**config.mk**
```make
export PLATFORM = sky130hd
export DESIGN_NAME = fmul_front
export DESIGN_NICKNAME = d
export VERILOG_FILES = /design/src/rtl/fmf_pkg.sv /design/src/rtl/fmf_classify.sv /design/src/rtl/fmf_special.sv /design/src/rtl/fmf_norm.sv /design/src/rtl/fmul_front.sv
export SDC_FILE = /design/constraint.sdc
export NUM_CORES = 1
export LEC_CHECK = 0
export BUFFER_PORTS_ARGS = -buffer_cell sky130_fd_sc_hd__buf_2
export CAP_MARGIN = 5
export CORE_UTILIZATION = 46
export DETAILED_ROUTE_END_ITERATION = 12
export PLACE_DENSITY = 0.89
export SYNTH_ARGS = -nofsm -noshare
export SYNTH_HDL_FRONTEND = slang
export SYNTH_SLANG_ARGS = --single-unit
```
**constraint.sdc**
```tcl
create_clock -name clk -period 2.46 [get_ports clk]
set_clock_uncertainty 0.05 [all_clocks]
set_input_delay 0.123 -clock clk [delete_from_list [all_inputs] [get_ports clk]]
set_output_delay 0.123 -clock clk [all_outputs]
set_load 0.02 [all_outputs]
```
**src/rtl/fmf_pkg.sv**
```systemverilog
package fmf_pkg;

    // Operand classes produced by the classifier
    typedef enum logic [2:0] {
        CL_ZERO = 3'd0,
        CL_SUB  = 3'd1,
        CL_NORM = 3'd2,
        CL_INF  = 3'd3,
        CL_QNAN = 3'd4,
        CL_SNAN = 3'd5
    } opcls_e;

    // Exception code returned with an early result
    typedef enum logic [1:0] {
        EXC_NONE    = 2'd0,
        EXC_INVALID = 2'd1
    } exc_e;

    // Transaction sequencer
    typedef enum logic [1:0] {
        ST_IDLE = 2'd0,
        ST_NORM = 2'd1,
        ST_DONE = 2'd2
    } fstate_e;

    // Control part of a resolved special case
    typedef struct packed {
        logic hit;
        exc_e exc;
        logic flag;
    } early_ctl_t;

    // Position of the invalid-trap enable in the trap vector
    localparam int TRAP_INV_BIT = 0;

    function automatic logic is_nan_cls(opcls_e c);
        return (c == CL_QNAN) || (c == CL_SNAN);
    endfunction

endpackage

```
**src/rtl/fmf_classify.sv**
```systemverilog
module fmf_classify
    import fmf_pkg::*;
#(
    parameter int EXP_W  = 11,
    parameter int FRAC_W = 52
) (
    input  logic [EXP_W+FRAC_W:0] op,
    output opcls_e                cls,
    output logic [FRAC_W:0]       sig_init
);
    localparam int W = 1 + EXP_W + FRAC_W;

    logic [EXP_W-1:0]  ex;
    logic [FRAC_W-1:0] fr;
    logic              ex_max, ex_min, fr_zero;

    assign ex      = op[W-2:FRAC_W];
    assign fr      = op[FRAC_W-1:0];
    assign ex_max  = &ex;
    assign ex_min  = ~|ex;
    assign fr_zero = ~|fr;

    always_comb begin
        if (ex_max) begin
            if (fr_zero)             cls = CL_INF;
            else if (fr[FRAC_W-1])   cls = CL_QNAN;
            else                     cls = CL_SNAN;
        end else if (ex_min) begin
            cls = fr_zero ? CL_ZERO : CL_SUB;
        end else begin
            cls = CL_NORM;
        end
    end

    // Starting significand: hidden one for normals, one pre-shift for subnormals
    always_comb begin
        unique case (cls)
            CL_NORM: sig_init = {1'b1, fr};
            CL_SUB:  sig_init = {fr, 1'b0};
            default: sig_init = '0;
        endcase
    end

endmodule

```
**src/rtl/fmf_special.sv**
```systemverilog
module fmf_special
    import fmf_pkg::*;
#(
    parameter int EXP_W  = 11,
    parameter int FRAC_W = 52
) (
    input  logic [EXP_W+FRAC_W:0] op_a,
    input  logic [EXP_W+FRAC_W:0] op_b,
    input  opcls_e                cls_a,
    input  opcls_e                cls_b,
    input  logic                  inv_trap,
    output early_ctl_t            ctl,
    output logic [EXP_W+FRAC_W:0] res
);
    localparam int W = 1 + EXP_W + FRAC_W;
    localparam logic [W-1:0] QMASK    = W'(1) << (FRAC_W - 1);
    localparam logic [W-1:0] DEF_QNAN = {1'b0, {EXP_W{1'b1}}, 1'b1, {(FRAC_W-1){1'b0}}};

    logic          sgn;
    logic          a_inf, b_inf, a_nan, b_nan, a_zero, b_zero;
    logic          raise;
    logic [W-1:0]  val;
    logic          hit;

    assign sgn    = op_a[W-1] ^ op_b[W-1];
    assign a_inf  = (cls_a == CL_INF);
    assign b_inf  = (cls_b == CL_INF);
    assign a_nan  = is_nan_cls(cls_a);
    assign b_nan  = is_nan_cls(cls_b);
    assign a_zero = (cls_a == CL_ZERO);
    assign b_zero = (cls_b == CL_ZERO);

    // Priority chain: A infinite, A NaN, B infinite, B NaN, zero
    always_comb begin
        hit   = 1'b0;
        raise = 1'b0;
        val   = '0;
        if (a_inf && !b_nan) begin
            hit = 1'b1;
            if (b_zero) begin
                raise = 1'b1;
                val   = DEF_QNAN;
            end else begin
                val = {sgn, {EXP_W{1'b1}}, {FRAC_W{1'b0}}};
            end
        end else if (a_nan) begin
            hit = 1'b1;
            if (cls_a == CL_SNAN) begin
                raise = 1'b1;
                val   = op_a | QMASK;
            end else if (cls_b == CL_SNAN) begin
                raise = 1'b1;
                val   = op_b | QMASK;
            end else begin
                val = op_a;
            end
        end else if (b_inf) begin
            hit = 1'b1;
            if (a_zero) begin
                raise = 1'b1;
                val   = DEF_QNAN;
            end else begin
                val = {sgn, {EXP_W{1'b1}}, {FRAC_W{1'b0}}};
            end
        end else if (b_nan) begin
            hit   = 1'b1;
            raise = (cls_b == CL_SNAN);
            val   = op_b | QMASK;
        end else if (a_zero || b_zero) begin
            hit = 1'b1;
            val = {sgn, {(W-1){1'b0}}};
        end
    end

    // Trap takes the invalid case without touching the flag
    always_comb begin
        ctl.hit  = hit;
        ctl.exc  = EXC_NONE;
        ctl.flag = 1'b0;
        res      = val;
        if (raise) begin
            if (inv_trap) begin
                ctl.exc = EXC_INVALID;
                res     = '0;
            end else begin
                ctl.flag = 1'b1;
            end
        end
    end

    always_comb begin
        assert_trap_noflag_R2: assert (!(ctl.exc == EXC_INVALID && ctl.flag));
        assert_exc_needs_hit_R3: assert (ctl.exc == EXC_NONE || ctl.hit);
    end

endmodule

```
**src/rtl/fmf_norm.sv**
```systemverilog
module fmf_norm #(
    parameter int FRAC_W = 52
) (
    input  logic            clk,
    input  logic            rst,
    input  logic            load,
    input  logic [FRAC_W:0] sig_load,
    input  logic            step,
    output logic [FRAC_W:0] sig,
    output logic            done
);
    assign done = sig[FRAC_W];

    always_ff @(posedge clk) begin
        if (rst) begin
            sig <= '0;
        end else if (load) begin
            sig <= sig_load;
        end else if (step && !done) begin
            sig <= {sig[FRAC_W-1:0], 1'b0};
        end
    end

    assert_hold_when_done_R8: assert property (@(posedge clk) disable iff (rst)
        (!load && done) |=> $stable(sig));

    assert_lead_rises_R8: assert property (@(posedge clk) disable iff (rst)
        (!load && step && !done && sig[FRAC_W-1]) |=> done);

endmodule

```
**src/rtl/fmul_front.sv**
```systemverilog
module fmul_front
    import fmf_pkg::*;
#(
    parameter int EXP_W  = 11,
    parameter int FRAC_W = 52,
    parameter int TRAP_W = 5
) (
    input  logic                      clk,
    input  logic                      rst,
    input  logic                      in_valid,
    output logic                      in_ready,
    input  logic [EXP_W+FRAC_W:0]     op_a,
    input  logic [EXP_W+FRAC_W:0]     op_b,
    input  logic [TRAP_W-1:0]         trap_en,
    input  logic [1:0]                rnd_mode,
    output logic                      out_valid,
    output logic                      out_early,
    output logic [EXP_W+FRAC_W:0]     early_res,
    output logic [1:0]                early_exc,
    output logic                      flag_invalid,
    output logic                      prod_sign,
    output logic signed [EXP_W+1:0]   prod_exp,
    output logic [FRAC_W:0]           sig_a,
    output logic [FRAC_W:0]           sig_b,
    output logic [1:0]                out_rnd_mode,
    output logic [TRAP_W-1:0]         out_trap_en
);
    localparam int W      = 1 + EXP_W + FRAC_W;
    localparam int DEXP_W = EXP_W + 2;
    localparam int BIAS   = (1 << (EXP_W - 1)) - 1;
    localparam int N_OP   = 2;

    fstate_e state;
    logic    accept;

    logic [W-1:0]      ops      [N_OP];
    opcls_e            cls      [N_OP];
    logic [FRAC_W:0]   sig_init [N_OP];
    logic [FRAC_W:0]   sig_cur  [N_OP];
    logic [N_OP-1:0]   done_v;
    logic [N_OP-1:0]   init_hid;
    logic [N_OP-1:0]   next_done;

    early_ctl_t        sp_ctl;
    logic [W-1:0]      sp_res;

    logic [DEXP_W-1:0] exp_sum;
    logic [DEXP_W-1:0] dec;

    logic              early_q, flag_q, sign_q;
    exc_e              exc_q;
    logic [W-1:0]      res_q;
    logic [DEXP_W-1:0] dexp_q;
    logic [1:0]        rm_q;
    logic [TRAP_W-1:0] te_q;

    assign ops[0] = op_a;
    assign ops[1] = op_b;

    assign in_ready = (state == ST_IDLE);
    assign accept   = in_valid && in_ready;

    // Per-operand classification and normalization
    for (genvar g = 0; g < N_OP; g++) begin : g_op
        fmf_classify #(.EXP_W(EXP_W), .FRAC_W(FRAC_W)) u_cls (
            .op       (ops[g]),
            .cls      (cls[g]),
            .sig_init (sig_init[g])
        );

        fmf_norm #(.FRAC_W(FRAC_W)) u_norm (
            .clk      (clk),
            .rst      (rst),
            .load     (accept),
            .sig_load (sig_init[g]),
            .step     (state == ST_NORM),
            .sig      (sig_cur[g]),
            .done     (done_v[g])
        );

        assign init_hid[g]  = sig_init[g][FRAC_W];
        assign next_done[g] = done_v[g] || sig_cur[g][FRAC_W-1];
    end

    fmf_special #(.EXP_W(EXP_W), .FRAC_W(FRAC_W)) u_special (
        .op_a     (op_a),
        .op_b     (op_b),
        .cls_a    (cls[0]),
        .cls_b    (cls[1]),
        .inv_trap (trap_en[TRAP_INV_BIT]),
        .ctl      (sp_ctl),
        .res      (sp_res)
    );

    // Biased sum minus bias, two's complement in DEXP_W bits
    assign exp_sum = DEXP_W'(op_a[W-2:FRAC_W]) + DEXP_W'(op_b[W-2:FRAC_W]) - DEXP_W'(BIAS);

    // One exponent decrement per operand still shifting this cycle
    always_comb begin
        dec = '0;
        for (int i = 0; i < N_OP; i++) begin
            dec = dec + DEXP_W'(!done_v[i]);
        end
    end

    always_ff @(posedge clk) begin
        if (rst) begin
            state <= ST_IDLE;
        end else begin
            unique case (state)
                ST_IDLE: if (accept) begin
                    state <= (sp_ctl.hit || (&init_hid)) ? ST_DONE : ST_NORM;
                end
                ST_NORM: if (&next_done) state <= ST_DONE;
                default: state <= ST_IDLE;
            endcase
        end
    end

    always_ff @(posedge clk) begin
        if (rst) begin
            early_q <= 1'b0;
            flag_q  <= 1'b0;
            sign_q  <= 1'b0;
            exc_q   <= EXC_NONE;
            res_q   <= '0;
            dexp_q  <= '0;
            rm_q    <= '0;
            te_q    <= '0;
        end else if (accept) begin
            early_q <= sp_ctl.hit;
            flag_q  <= sp_ctl.flag;
            exc_q   <= sp_ctl.exc;
            res_q   <= sp_res;
            sign_q  <= op_a[W-1] ^ op_b[W-1];
            dexp_q  <= exp_sum;
            rm_q    <= rnd_mode;
            te_q    <= trap_en;
        end else if (state == ST_NORM) begin
            dexp_q  <= dexp_q - dec;
        end
    end

    assign out_valid    = (state == ST_DONE);
    assign out_early    = early_q;
    assign early_res    = res_q;
    assign early_exc    = exc_q;
    assign flag_invalid = flag_q;
    assign prod_sign    = sign_q;
    assign prod_exp     = $signed(dexp_q);
    assign sig_a        = sig_cur[0];
    assign sig_b        = sig_cur[1];
    assign out_rnd_mode = rm_q;
    assign out_trap_en  = te_q;

    assert_single_pulse_R9: assert property (@(posedge clk) disable iff (rst)
        out_valid |=> !out_valid);

    assert_busy_after_accept_R9: assert property (@(posedge clk) disable iff (rst)
        accept |=> !in_ready);

    assert_exp_falls_R8: assert property (@(posedge clk) disable iff (rst)
        (state == ST_NORM) |=> ($signed(dexp_q) < $signed($past(dexp_q))));

    assert_hidden_set_R7: assert property (@(posedge clk) disable iff (rst)
        (out_valid && !out_early) |-> (sig_a[FRAC_W] && sig_b[FRAC_W]));

    assert_norm_live_R8: assert property (@(posedge clk) disable iff (rst)
        (state == ST_NORM) |-> ((|sig_cur[0]) && (|sig_cur[1])));

    assert_mode_kept_R10: assert property (@(posedge clk) disable iff (rst)
        (state == ST_NORM) |=> ($stable(rm_q) && $stable(te_q)));

endmodule

```
* After elaboration in Yosys (flattened, before gate mapping)
Index checks and enable logic that the tools add are counted.
** Word-level totals
- Register bits after elaboration :: 197
- Input port bits :: 138
** Cells by class
- $add $sub $neg :: 4
- Eq/ne operators :: 14
- Multiplexer cells :: 49
- Bitwise gates (word level) :: 1
- Reduce and logical (&&, ||, !) cells :: 28
** Operators by type and width (count)
- $mux 64 :: 11
- $mux 53 :: 4
- $pmux 53 s2 :: 2
- $reduce_or 52->1 :: 2
- $mux 13 :: 2
- $reduce_and 11->1 :: 2
- $reduce_or 11->1 :: 2
- $mux 3 :: 7
- $mux 1 :: 19
- $sub 12x10->13 const B :: 1
- $sub 13x2->13 :: 1
- $add 11x11->12 :: 1
- $eq 3x2->1 const B :: 4
- $eq 3x3->1 const B :: 4
- $eq 3x1->1 const B :: 2
- $logic_not 3->1 :: 2
- $logic_or 1x1->1 :: 6
- $mux 2 :: 3
- $reduce_and 2->1 :: 3
- $reduce_bool 2->1 :: 3
- $logic_and 1x1->1 :: 4
- $pmux 2 s2 :: 1
- $logic_not 1->1 :: 3
- $add 1x1->2 :: 1
- other kinds (6) :: 6

* Logic depth before layout (Yosys ltp)
- Depth in word-level cells :: 15
- Depth in mapped cells :: 13
- Mapped depth without buffers :: 13

* Cells and area by module
A second synthesis with hierarchy kept.
** Unflattened totals
- Cells, all modules :: 1579
- Area, all modules :: 12862.3 µm²
** By module, submodules not included
- fmf_norm :: instances 2, cells an instance 272, area each 2765.2 µm², seq. area each 1061.0 µm²
- fmul_front :: instances 1, cells an instance 531, area each 4225.3 µm², seq. area each 1821.7 µm²
- fmf_special :: instances 1, cells an instance 310, area each 1652.8 µm², seq. area each 0.0 µm²
- fmf_classify :: instances 2, cells an instance 97, area each 726.9 µm², seq. area each 0.0 µm²

* Least setup slack after synthesis
Ideal clock, no wire load.
- Kind :: input to register
- From :: in op_a[53]
- To :: reg dexp_q[11] (netlist: prod_exp[11])
- Setup time :: 0.095 ns
- Arrival time :: 2.313 ns
- Required time :: 2.315 ns
- Slack :: 0.002 ns
- Stages :: 11
- Buffers on the path :: 0
- Cell sequence :: ha_1 > ha_1 > fa_1 > a21o_1 > a21oi_1 > o21bai_1 > a21oi_1 > o21bai_1 > a31oi_1 > mux2i_1 > a221oi_1
** Between the ends
- Longest elaborated chain between the ends :: 3
** RTL lines
- from (decl) :: line fmul_front.sv:12 : input logic [EXP_W+FRAC_W:0] op_a,
- $add 11x11->12 :: line fmul_front.sv:96 : assign exp_sum = DEXP_W'(op_a[W-2:FRAC_W]) + DEXP_W'(op_b[W-2:FRAC_W]) - DEXP_W'(BIAS);
- $sub 12x10->13 :: line fmul_front.sv:96
- $mux 13 :: line fmul_front.sv:130 : end else if (accept) begin
- to (signal assigned) :: line fmul_front.sv:136 : dexp_q <= exp_sum;
- to (signal assigned) :: line fmul_front.sv:140 : dexp_q <= dexp_q - dec;
- to (decl) :: line fmul_front.sv:53 : logic [DEXP_W-1:0] dexp_q;
No other way between the ends.
A chain may end at the register's enable or synchronous reset.

* Worst setup path after layout
- From :: in op_b[1]
- To :: reg res_q[57] (netlist: early_res[57])
** Between the ends
- Longest elaborated chain between the ends :: 12
- Elaborated cells between the ends (all ways) :: 27
- Classes of those cells :: eq/ne: 3; mux: 19; reduce/logical: 5
** RTL lines
- from (decl) :: line fmul_front.sv:13 : input logic [EXP_W+FRAC_W:0] op_b,
- $reduce_or 52->1 * :: line fmf_classify.sv:21 : assign fr_zero = ~|fr;
- $mux 1 :: line fmf_classify.sv:29 : cls = fr_zero ? CL_ZERO : CL_SUB;
- $mux 3 :: line fmf_classify.sv:28 : end else if (ex_min) begin
- $mux 3 * :: line fmf_classify.sv:24 : if (ex_max) begin
- $eq 3x3->1 (on tied branches) :: line fmf_pkg.sv:37, fmf_special.sv:51, fmf_special.sv:67
- $logic_or 1x1->1 :: line fmf_pkg.sv:37 : return (c == CL_QNAN) || (c == CL_SNAN);
- $mux 64 :: line fmf_special.sv:65 : end else if (b_nan) begin
- $mux 64 :: line fmf_special.sv:57 : end else if (b_inf) begin
- $mux 64 :: line fmf_special.sv:46 : end else if (a_nan) begin
- $mux 64 :: line fmf_special.sv:38 : if (a_inf && !b_nan) begin
- $mux 64 :: line fmf_special.sv:82 : if (inv_trap) begin
- $mux 64 * :: line fmf_special.sv:81 : if (raise) begin
- to (signal assigned) :: line fmul_front.sv:134 : res_q <= sp_res;
- to (decl) :: line fmul_front.sv:52 : logic [W-1:0] res_q;
Mark *: on every way between the ends. The rest lies on a longest branch, timed or not.

==> run_results.csv <==
group,metric,value,unit
clocking,cts_root_buffer,"clkbuf_16",
grt,track_usage,33.9,%
floorplanning,core,21200,um2
synthesis,avgSynthCellArea,7.93,um2
critical_path,critical_path_buf_inv_count,5,
critical_path,timing.critical_path.mode_cell,"buf_4",
critical_path,cp_max_fo,5,
cells_and_area,final_cells,1953,
synthesis,ys_dominant_reg_cell,"dfxtp_1",
cells_and_area,drive_gt1_share,31.6,%
synthesis,ys_seq_area_share,39.0,%
drt,firstDrtPassIters,6,
synthesis,synth.distinct_cells,57,
timing,period_share,98.4,%
critical_path,path_class,"in -> reg",
floorplanning,die_x,150,um
synthesis,ys_seq_elements,196,
grt,antenna_found_initial,0,
grt,grt_max_degree,104,
clocking,cts_sinks,196,
clocking,clock_latency,0.45,ns
floorplanning,rows,53,
min_path,min_from,"rst",
critical_path,reg2reg_to,"prod_exp[12]",
grt,grt_overflow,0,
synthesis,yosys_warnings,0,
timing,hold_slack,0.00825,ns
clocking,clk_pin_slew,0.08,ns
grt,met2_usage,53.0,%
place,dp_hpwl,27700,um
floorplanning,ios,335,
run,cap_violations,0,
floorplanning,initial_core_util,47.4,%
power,power_density,605,nW/um2
min_path,hp-class,"in -> reg",
floorplanning,die_h,150,um
cells_and_area,nNetsFinal,1828,
critical_path,r2r-start,"prod_exp[4]",
timing,fin_crit,2.42,ns
timing,hold_viol,0,
critical_path,start_kind,"input pin",
timing,max_freq,413,MHz
synthesis,synth_edf_count,0,
cells_and_area,final_util,66.3,%
grt,met3_usage,6.83,%
timing,finalMaxSlewViolations,0,
synthesis,ys_async_sr_fraction,0,%
critical_path,cp.arrival,2.70,ns
synthesis,synth_nets,1431,
power,peakVddDrop,494,uV
drt,wire_per_inst,20.7,um
drt,vias,12376,
clocking,cts_max_level,4,
grt,grt_pass1_vias,11326,
clocking,cts-buffers-inserted,17,
drt,drtIter0Drc,1251,
critical_path,path_delay_family,"simple AND/OR/NAND/NOR gates",
cells_and_area,final_common_cell,"buf_2",
critical_path,path_cells,"buf_2 > nor4_1 > buf_4 > nand4_1 > or2_2 > or3_1 > o21ai_2 > o21ai_4 > buf_4 > buf_12 > nand3_4 > clkbuf_16 > a21oi_1",
place,io_buffers,333,
drt,vias_per_cell,6.34,
synthesis,synth_area,10000,um2
cells_and_area,area_growth,40.0,%
power,finalPower,0.00851,W
power,p_leak,5.97,nW
outcome,status,"finished, final reports clean",
floorplanning,die_area,22400,um2
clocking,clockBufferDepth,2,
cells_and_area,mostFrequentLayoutCells,"328 x buf_2, 196 x dfxtp_1, 152 x nand2_1",
grt,grt_use_met1,42.5,%
drt,routed_wl,40500,um
drt,drc,0,
min_path,whs_path_depth,2,
synthesis,syn_inst,1267,
critical_path,r2r_cells,7,
critical_path,cp.required,2.74,ns
critical_path,r2r_slack,0.13,ns
critical_path,crit_cells,13,
timing,max_slew.worst_pin.slew,1.38,ns
timing,final-setup-viol-count,0,
min_path,holdPathEnd,"early_res[52]",
grt,grt_pass1_wl,59800,um
critical_path,critPathSlowestCell,"nor4_1",
clocking,cts_tree,"done",
drt,ant_nets,0,
place,place_congestion,0.970,
critical_path,max_stage_delay,0.43,ns
timing,slew_headroom,8.19,%
place,placed_cells,1877,
critical_path,crit_path_end_kind,"flip-flop",
grt,top_usage_layer,"met2",
==> per-layer routing <==
layer  share of wire [%]  routed length (um)
met1                  38               15400
met4                 6.6                2680
met3                  11                4380
met2                  44               18000
met5                   0                   0
==> synthesized netlist by cell type (3+ instances only) <==
cell type / number / area [um2]
dfxtp_1: 196 / 3920
nand2_1: 153 / 574
a21oi_1: 148 / 741
nor2_1: 134 / 503
clkbuf_1: 95 / 357
nor3_1: 59 / 295
a22oi_1: 55 / 413
a221oi_1: 54 / 473
o211ai_1: 54 / 405
o21ai_1: 53 / 265
a221o_1: 51 / 510
nor4_1: 31 / 194
ha_1: 24 / 300
o21ai_0: 18 / 90.1
inv_1: 17 / 63.8
buf_1: 13 / 48.8
or3_1: 10 / 62.6
nand4_1: 9 / 56.3
nand2b_1: 7 / 43.8
nand3_1: 7 / 35.0
xnor2_1: 6 / 52.6
a21o_1: 5 / 37.5
buf_6: 5 / 56.3
a211oi_1: 4 / 30.0
a31oi_1: 4 / 25.0
or2_2: 4 / 25.0
and2_1: 3 / 18.8
buf_4: 3 / 22.5
nor2b_1: 3 / 18.8
o21bai_1: 3 / 22.5
o22ai_1: 3 / 18.8
xor2_1: 3 / 26.3
==> through the flow <==
stage / setup slack (ns) / instance area [um2] / setup TNS (ns)
floorplan: 0.00204 / 10000 / 0
global placement: -0.425 / 12700 / -56.77
detailed placement: -0.440 / 12700 / -57.45
CTS: 0.00565 / 13800 / 0
global route: -0.0166 / 14100 / -0.0616
finish: 0.0392 / 14100 / 0
==> worst max-delay path by stage <==
stage	slack, ns	endpoint	from
final	0.04	early_res[57]	op_b[1]
after global routing	-0.02	early_res[53]	op_a[31]
after CTS	0.006	early_res[60]	op_a[32]
after detailed placement	-0.44	early_res[25]	op_b[20]
after global placement	-0.43	early_res[8]	op_b[20]
after floorplan	0.002	prod_exp[11]	op_a[53]
==> flip-flops by register name (all words and copies together), names as in the netlist <==
register         cells
prod_sign            1
flag_invalid         1
early_res           64
g_op.u_norm.sig    106
prod_exp            13
out_rnd_mode         2
state                2
early_exc            1
out_trap_en          5
out_early            1
==> layout make-up <==
type	count	area [um2]
diodes	1	2.50
clock buffers	20	447
clock inverters	12	214
fillers	1666	7150
inverters	17	63.8
multi-input cells	937	5810
flip-flops and latches	196	3920
well taps	275	344
repair buffers	495	3270
==> worst register-to-register path, cell delays in order (launching register included) <==
cell	delay (ns)
dfxtp_1	0.35
or3_4	0.42
or3_1	0.37
or2_4	0.27
nor3_2	0.16
mux2_2	0.36
a22oi_1	0.15
a21oi_1	0.09
==> where the power goes <==
part / switching (W) / total (W) / internal (W)
clock: 0.00133 / 0.00319 / 0.00186
combinational: 0.00113 / 0.00187 / 0.000735
sequential: 0.000132 / 0.00345 / 0.00332
==> logic make-up after synthesis <==
logic type               Yosys count  synth area share, %
XOR/XNOR                           9                0.784
buffers and inverters            135                 5.55
flip-flops                       196                 39.0
multiplexers                       2                0.212
AND/OR/NAND/NOR                  428                 18.9
other                              1               0.0373
adder cells (fa/ha/maj)           26                 3.39
AO/OA/AOI/OAI                    470                 32.1
==> repair_timing <==
item                                    4_1_cts  5_1_grt
endpoints found under the setup margin        0      169
hold buffers                                 38        0
gates resized for setup                       0       27
buffers inserted                              0        4
endpoints found under the hold margin        36        0
Power figures use the tool's default switching activity.
